File: src/rtl/i2c_addr_seq_pkg.sv
`timescale 1ns/1ps
package i2c_addr_seq_pkg;
  localparam int ADDR_W = 10;
  localparam int BYTE_W = 8;
  localparam int OP_W   = 2;

  typedef enum logic [OP_W-1:0] {
    OP_START   = 2'd0,
    OP_RESTART = 2'd1,
    OP_SEND    = 2'd2,
    OP_STOP    = 2'd3
  } op_e;

  typedef enum logic [2:0] {
    ST_IDLE, ST_STOP, ST_COND, ST_B0, ST_B1, ST_RS, ST_B2
  } st_e;

  typedef struct packed {
    logic              ten;
    logic              hdr_only;
    logic              rd;
    logic [ADDR_W-1:0] addr;
  } cfg_t;

  // 10-bit header: fixed 11110 marker, upper address pair, direction
  function automatic logic [BYTE_W-1:0] ten_header(logic [ADDR_W-1:0] a, logic dir);
    return {5'b11110, a[ADDR_W-1:ADDR_W-2], dir};
  endfunction

  function automatic logic [BYTE_W-1:0] seven_byte(logic [ADDR_W-1:0] a, logic dir);
    return {a[6:0], dir};
  endfunction
endpackage

File: src/rtl/asq_cfg.sv
`timescale 1ns/1ps
module asq_cfg
  import i2c_addr_seq_pkg::*;
(
  input  logic clk,
  input  logic rst_n,
  input  logic wr,
  input  logic locked,
  input  cfg_t wdata,
  output cfg_t cfg_q
);
  always_ff @(posedge clk) begin
    if (!rst_n)             cfg_q <= '0;
    else if (wr && !locked) cfg_q <= wdata;
  end

  // settings frozen while a START request is pending
  p_cfg_frozen_r12: assert property (@(posedge clk) disable iff (!rst_n)
    locked |=> $stable(cfg_q));
endmodule

File: src/rtl/asq_req.sv
`timescale 1ns/1ps
module asq_req (
  input  logic clk,
  input  logic rst_n,
  input  logic enable,
  input  logic start_set,
  input  logic start_clr,
  input  logic stop_set,
  input  logic phase_end,
  input  logic abort,
  input  logic stop_seen,
  output logic start_req,
  output logic stop_req
);
  logic start_kill, stop_kill;
  assign start_kill = !enable || phase_end || abort || start_clr;
  assign stop_kill  = !enable || stop_seen;

  always_ff @(posedge clk) begin
    if (!rst_n) begin
      start_req <= 1'b0;
      stop_req  <= 1'b0;
    end else begin
      if (start_kill)     start_req <= 1'b0;
      else if (start_set) start_req <= 1'b1;
      if (stop_kill)      stop_req  <= 1'b0;
      else if (stop_set)  stop_req  <= 1'b1;
    end
  end

  p_start_set_r1: assert property (@(posedge clk) disable iff (!rst_n)
    (enable && start_set && !phase_end && !abort && !start_clr) |=> start_req);
  p_start_rise_r1: assert property (@(posedge clk) disable iff (!rst_n)
    $rose(start_req) |-> $past(start_set));
  p_start_clear_r2: assert property (@(posedge clk) disable iff (!rst_n)
    (phase_end || abort || start_clr || !enable) |=> !start_req);
  p_stop_clear_r11: assert property (@(posedge clk) disable iff (!rst_n)
    (stop_seen || !enable) |=> !stop_req);
endmodule

File: src/rtl/asq_fsm.sv
`timescale 1ns/1ps
module asq_fsm
  import i2c_addr_seq_pkg::*;
(
  input  logic              clk,
  input  logic              rst_n,
  input  logic              enable,
  input  logic              abort,
  input  logic              start_req,
  input  logic              stop_req,
  input  logic              auto_end,
  input  logic              reload,
  input  logic              bus_free,
  input  logic              count_done,
  input  logic              stop_seen,
  input  cfg_t              cfg,
  input  logic              cmd_done,
  input  logic              cmd_nack,
  output logic              cmd_valid,
  output op_e               cmd_op,
  output logic [BYTE_W-1:0] cmd_byte,
  output logic              fin,
  output logic              fin_nack,
  output logic              master_act
);
  st_e  st, st_n;
  logic use_rs, use_rs_n;
  logic go, hdr_dir0, short_10;

  // launch condition: free bus when not owning it, count end when owning it
  assign go       = !reload && (master_act ? (!auto_end && count_done) : bus_free);
  assign short_10 = cfg.rd && cfg.hdr_only;
  assign hdr_dir0 = short_10;

  always_comb begin
    st_n     = st;
    use_rs_n = use_rs;
    fin      = 1'b0;
    fin_nack = 1'b0;
    case (st)
      ST_IDLE: begin
        if (stop_req && master_act) st_n = ST_STOP;
        else if (start_req && go) begin
          st_n     = ST_COND;
          use_rs_n = master_act;
        end
      end
      ST_STOP: if (cmd_done) st_n = ST_IDLE;
      ST_COND: if (cmd_done) st_n = ST_B0;
      ST_B0: if (cmd_done) begin
        if (cmd_nack) begin
          if (cfg.ten && start_req) begin
            st_n     = ST_COND;
            use_rs_n = 1'b1;
          end else begin
            st_n = ST_IDLE; fin = 1'b1; fin_nack = 1'b1;
          end
        end else if (!cfg.ten || short_10) begin
          st_n = ST_IDLE; fin = 1'b1;
        end else st_n = ST_B1;
      end
      ST_B1: if (cmd_done) begin
        if (cmd_nack) begin
          st_n = ST_IDLE; fin = 1'b1; fin_nack = 1'b1;
        end else if (cfg.rd) st_n = ST_RS;
        else begin
          st_n = ST_IDLE; fin = 1'b1;
        end
      end
      ST_RS: if (cmd_done) st_n = ST_B2;
      ST_B2: if (cmd_done) begin
        st_n = ST_IDLE; fin = 1'b1; fin_nack = cmd_nack;
      end
      default: st_n = ST_IDLE;
    endcase
    if (!enable || abort) begin
      st_n     = ST_IDLE;
      fin      = 1'b0;
      fin_nack = 1'b0;
    end
  end

  always_ff @(posedge clk) begin
    if (!rst_n) begin
      st         <= ST_IDLE;
      use_rs     <= 1'b0;
      master_act <= 1'b0;
    end else begin
      st     <= st_n;
      use_rs <= use_rs_n;
      if (!enable || abort || stop_seen)  master_act <= 1'b0;
      else if (st == ST_COND && cmd_done) master_act <= 1'b1;
    end
  end

  assign cmd_valid = (st != ST_IDLE);

  always_comb begin
    cmd_op   = OP_SEND;
    cmd_byte = '0;
    case (st)
      ST_STOP: cmd_op = OP_STOP;
      ST_COND: cmd_op = use_rs ? OP_RESTART : OP_START;
      ST_RS:   cmd_op = OP_RESTART;
      ST_B0:   cmd_byte = cfg.ten ? ten_header(cfg.addr, hdr_dir0) : seven_byte(cfg.addr, cfg.rd);
      ST_B1:   cmd_byte = cfg.addr[BYTE_W-1:0];
      ST_B2:   cmd_byte = ten_header(cfg.addr, 1'b1);
      default: ;
    endcase
  end

  p_start_after_free_r3: assert property (@(posedge clk) disable iff (!rst_n)
    ($rose(cmd_valid) && cmd_op == OP_START) |-> $past(bus_free));
  p_start_not_master_r3: assert property (@(posedge clk) disable iff (!rst_n)
    (cmd_valid && cmd_op == OP_START) |-> !master_act);
  p_no_launch_reload_r5: assert property (@(posedge clk) disable iff (!rst_n)
    ($rose(cmd_valid) && cmd_op != OP_STOP) |-> !$past(reload));
  p_hdr_marker_r7: assert property (@(posedge clk) disable iff (!rst_n)
    (st == ST_B2) |-> (cmd_byte[7:3] == 5'b11110 && cmd_byte[0]));
  p_hold_cmd_r13: assert property (@(posedge clk) disable iff (!rst_n)
    (cmd_valid && !cmd_done && enable && !abort) |=> (cmd_valid && $stable(cmd_op) && $stable(cmd_byte)));
  p_fin_then_idle_r13: assert property (@(posedge clk) disable iff (!rst_n)
    fin |=> !cmd_valid);
  p_disable_idle_r13: assert property (@(posedge clk) disable iff (!rst_n)
    !enable |=> !cmd_valid);
endmodule

File: src/rtl/i2c_addr_seq.sv
`timescale 1ns/1ps
module i2c_addr_seq
  import i2c_addr_seq_pkg::*;
(
  input  logic              clk,
  input  logic              rst_n,
  input  logic              enable,
  input  logic              sw_start_set,
  input  logic              sw_start_clr,
  input  logic              sw_stop_set,
  input  logic              cfg_wr,
  input  logic              cfg_ten_bit,
  input  logic              cfg_hdr_only,
  input  logic              cfg_read,
  input  logic [ADDR_W-1:0] cfg_addr,
  input  logic              auto_end,
  input  logic              reload,
  input  logic              bus_free,
  input  logic              count_done,
  input  logic              arb_lost,
  input  logic              timeout,
  input  logic              cmd_done,
  input  logic              cmd_nack,
  input  logic              stop_seen,
  output logic              start_req,
  output logic              stop_req,
  output logic              master_active,
  output logic              cmd_valid,
  output logic [OP_W-1:0]   cmd_op,
  output logic [BYTE_W-1:0] cmd_byte,
  output logic              addr_done,
  output logic              addr_nack
);
  cfg_t cfg_w, cfg_q;
  op_e  op_w;
  logic abort_w, fin_w, fin_nack_w;

  assign cfg_w   = '{ten: cfg_ten_bit, hdr_only: cfg_hdr_only, rd: cfg_read, addr: cfg_addr};
  assign abort_w = arb_lost || timeout;

  asq_cfg u_cfg (
    .clk(clk), .rst_n(rst_n), .wr(cfg_wr), .locked(start_req),
    .wdata(cfg_w), .cfg_q(cfg_q)
  );

  asq_req u_req (
    .clk(clk), .rst_n(rst_n), .enable(enable),
    .start_set(sw_start_set), .start_clr(sw_start_clr), .stop_set(sw_stop_set),
    .phase_end(fin_w), .abort(abort_w), .stop_seen(stop_seen),
    .start_req(start_req), .stop_req(stop_req)
  );

  asq_fsm u_fsm (
    .clk(clk), .rst_n(rst_n), .enable(enable), .abort(abort_w),
    .start_req(start_req), .stop_req(stop_req),
    .auto_end(auto_end), .reload(reload), .bus_free(bus_free), .count_done(count_done),
    .stop_seen(stop_seen), .cfg(cfg_q), .cmd_done(cmd_done), .cmd_nack(cmd_nack),
    .cmd_valid(cmd_valid), .cmd_op(op_w), .cmd_byte(cmd_byte),
    .fin(fin_w), .fin_nack(fin_nack_w), .master_act(master_active)
  );

  assign cmd_op    = op_w;
  assign addr_done = fin_w;
  assign addr_nack = fin_nack_w;
endmodule

File: config.mk
export PLATFORM = sky130hd
export DESIGN_NAME = i2c_addr_seq
export DESIGN_NICKNAME = d
export VERILOG_FILES = /design/src/rtl/i2c_addr_seq_pkg.sv /design/src/rtl/asq_cfg.sv /design/src/rtl/asq_req.sv /design/src/rtl/asq_fsm.sv /design/src/rtl/i2c_addr_seq.sv
export SDC_FILE = /design/constraint.sdc
export NUM_CORES = 1
export LEC_CHECK = 0
export BUFFER_PORTS_ARGS = -buffer_cell sky130_fd_sc_hd__clkbuf_2
export CAP_MARGIN = 40
export CORE_MARGIN = 4
export CORE_UTILIZATION = 40
export CTS_CLUSTER_SIZE = 25
export DETAILED_ROUTE_END_ITERATION = 10
export PLACE_DENSITY = 0.76
export SLEW_MARGIN = 20
export SYNTH_ARGS = -nofsm -noshare
export SYNTH_HDL_FRONTEND = slang
export SYNTH_SLANG_ARGS = --single-unit
File: constraint.sdc
create_clock -name clk -period 1.38 [get_ports clk]
set_input_delay 0.069 -clock clk [delete_from_list [all_inputs] [get_ports clk]]
set_output_delay 0.069 -clock clk [all_outputs]
set_load 0.02 [all_outputs]
==> impl_metrics.py <==
metrics = {
    "power": {
        "intPower_uw": 1000,
        "power_frac_seq_pct": 46.2,
        "p_per_area_nw_per_um2": 630,
        "switching_power_uw": 324,
        "ir_worst_vdd_uv": 566,
        "p_leak_uw": 0.000921,
        "finalPower_uw": 1330,
        "pwr-share-comb_pct": 16.0,
        "swShare_pct": 24.4,
        "clkPwrFrac_pct": 37.8,
    },
    "finish": {
        "post-route-util_pct": 75.1,
        "antenna_cells": 0,
        "synthToLayoutAreaGrowth_pct": 75.9,
        "finalNetCount": 279,
        "drive_above_1_share_pct": 43.4,
        "final_area_sq_um": 2110,
    },
    "critical_path": {
        "rrSetupSlack_ps": -150,
        "arrival_ps": 1540,
        "worstRegToRegCells": 6,
        "critPathMaxFanout": 8,
        "cp.required_ps": 1310,
        "cp-end-kind": "output pin",
        "worstSetupPathType": "reg -> out",
        "critPathLaunchType": "flop",
    },
    "synthesis": {
        "yosysUniqueCellTypes": 37,
        "synth_warnings": 0,
        "synthesis.area_sq_um": 1200,
        "ys.flop_type": "dfxtp_1",
        "synthTopCellsByArea": "dfxtp_1, nand2_1, a21boi_1, nor2_1, o22ai_1",
        "synth_edf_count": 0,
        "synth.avg_cell_area_sq_um": 7.35,
        "postSynth.asyncResetShare_pct": 0,
        "yosysTopAreaCell": "dfxtp_1",
        "yosysSeqAreaShare_pct": 33.4,
        "synth-seq-cells": 20,
        "synth_top_area_share_pct": 33.4,
        "synthCells": 163,
        "syn_nets": 192,
    },
    "floorplanning": {
        "die_w_um": 62.7,
        "design.core.area_sq_um": 2810,
        "die_area_sq_um": 3930,
        "start_util_pct": 42.7,
        "io-pin-count": 45,
        "die_h_um": 62.7,
        "rows": 19,
    },
    "clocking": {
        "clock-sinks": 20,
        "clk_pin_slew_ps": 130,
        "cts_tree": "built",
        "cts_buffers": 3,
        "clk_latency_ps": 320,
        "cts_buffer_depth": 2,
        "htreeDepth": 1,
        "cts_root_buffer": "clkbuf_4",
    },
    "placed_design": {
        "hpwl_mm": 2.70,
        "routabilityCongestion": 0.905,
        "placed_cell_area_sq_um": 1570,
        "io_buffer_count": 44,
    },
    "routing": {
        "vias_per_cell": 5.41,
        "drc_errors": 0,
        "postRouteAntennaNets": 0,
        "drtIter0Drc": 46,
        "avgRoutedWirePerCell_um": 15.6,
        "drt_wl_total_mm": 4.36,
        "via_count": 1514,
        "first_pass_iters": 4,
    },
    "global_routing": {
        "grt_pass1_wl_mm": 7.09,
        "antenna_found_initial": 0,
        "grt_max_degree": 14,
        "first_global_vias": 1543,
        "grt_util_all_layers_pct": 22.2,
        "overflow": 0,
    },
    "min_path": {
        "min_path_cells": 2,
        "min_path_type": "in -> reg",
    },
    "run_status": {
        "run_status": "finished with violations",
        "violations": "negative setup slack",
    },
    "sta": {
        "slew_headroom_pct": 76.0,
        "period_minus_slack_ps": 1610,
        "drv_slew": 0,
        "setup_viol": 16,
        "timing.hold.ws_ps": 75.2,
        "layout_setup_ws_ps": -229,
        "fmax_mhz": 622,
        "max_slew.worst_pin.slew_ps": 350,
        "skew_ps": 12.4,
        "tns_ps": -2330,
        "final-hold-violation-count": 0,
        "min_period_over_period_pct": 117,
        "rsz0062_at_grt": "yes",
    },
    "run": {
        "drv_cap": 0,
    },
}
path summary, 6_finish.rpt:
path	startpoint	to
worst min register to register	u_cfg.cfg_q[7]$_SDFFE_PN0P_	u_cfg.cfg_q[7]$_SDFFE_PN0P_
worst min-delay path	cmd_done	u_req.start_req$_SDFFE_PP0P_
worst max register to register	u_fsm.st[1]$_SDFFE_PP0P_	u_fsm.st[1]$_SDFFE_PP0P_
worst max-delay path	u_fsm.st[2]$_SDFFE_PP0P_	addr_done
metal layers:
metal	global-route usage (%)	vias to the layer above	part of all wire (%)	routed length, um
li1	-	750	-	-
met1	25.1	696	40	1750
met2	41.1	60	51	2240
met3	5.04	8	6.8	296
met4	6.61	0	1.6	69
met5	0	-	0	0
critical path, stage by stage (launching register included):
cell	delay, ps
dfxtp_4	410
nor2b_4	140
nand2_2	110
o22ai_2	210
and3_1	190
clkbuf_8	140
power by group through the flow:
stage	combinational [uW]	sequential [uW]	clock, uW
global route	236	616	518
detailed placement	148	632	0
CTS	198	613	502
global placement	145	631	0
floorplan	72.1	626	0
finish	212	613	502
metrics by stage:
step	instances	setup WS (ps)
6_report	280	-229
5_1_grt	280	-262
4_1_cts	280	-156
3_5_place_dp	251	-92.3
3_3_place_gp	251	-57.7
2_1_floorplan	163	-55.5
state kept, by name (all words and copies together) (netlist names):
register          cells
u_cfg.cfg_q          13
u_fsm.st              3
u_fsm.use_rs          1
u_req.start_req       1
u_fsm.master_act      1
u_req.stop_req        1
cell usage in the layout (no fill, tap or decap), types with 2 or more instances in the layout:
cell type and count:
dfxtp_4 4, inv_1 4, nor3_1 3, dfxtp_1 12
nor2_1 15, nand2_1 39, a21oi_2 3, clkbuf_2 31
o22ai_4 2, dfxtp_2 4, a22o_1 2, o22ai_2 4
buf_4 24, clkbuf_8 4, nand3_1 2, a21boi_1 13
a21oi_1 3, a31oi_1 3, nor2b_1 2, buf_6 12
a32oi_1 2, clkbuf_4 3, a21o_1 2, dlygate4sd3_1 18
nand2b_1 4, nand2_2 3, nor2_2 2, a32o_1 2
timing repair:
action / 4_1_cts / 5_1_grt
resized for setup: 40 / 38
hold buffers: 18 / 0
pin swaps: 16 / 5
endpoints found under the hold margin: 16 / 0
setup endpoints to repair: 17 / 18
setup buffers: 7 / 0
cells in the mapped netlist (all sizes together) (2+ instances only):
library cell / instances
o22ai: 7
a32oi: 2
clkbuf: 4
nor3: 3
nand2: 43
a21oi: 6
nor3b: 2
nand2b: 5
or3: 2
a31oi: 3
inv: 5
a32o: 2
a21o: 2
a21boi: 13
dfxtp: 20
a2111oi: 2
a22o: 2
buf: 4
nand3: 2
nor2b: 4
nor2: 18
logic make-up after synthesis:
kind of cell           count (synthesis)  synth area share, %
buffers and inverters                 13                 5.43
multiplexers                           2                 1.78
AND/OR/NAND/NOR                       83                 30.9
AO/OA/AOI/OAI                         45                 28.4
flip-flops                            20                 33.4
area by class of cell:
type,instances,area (sq um)
clock inverters,1,30.0
repair buffers,90,721
flip-flops and latches,20,420
clock buffers,3,22.5
multi-input cells,130,855
well taps,31,38.8
inverters,5,18.8
fillers,203,699
Power figures use the tool's default switching activity.
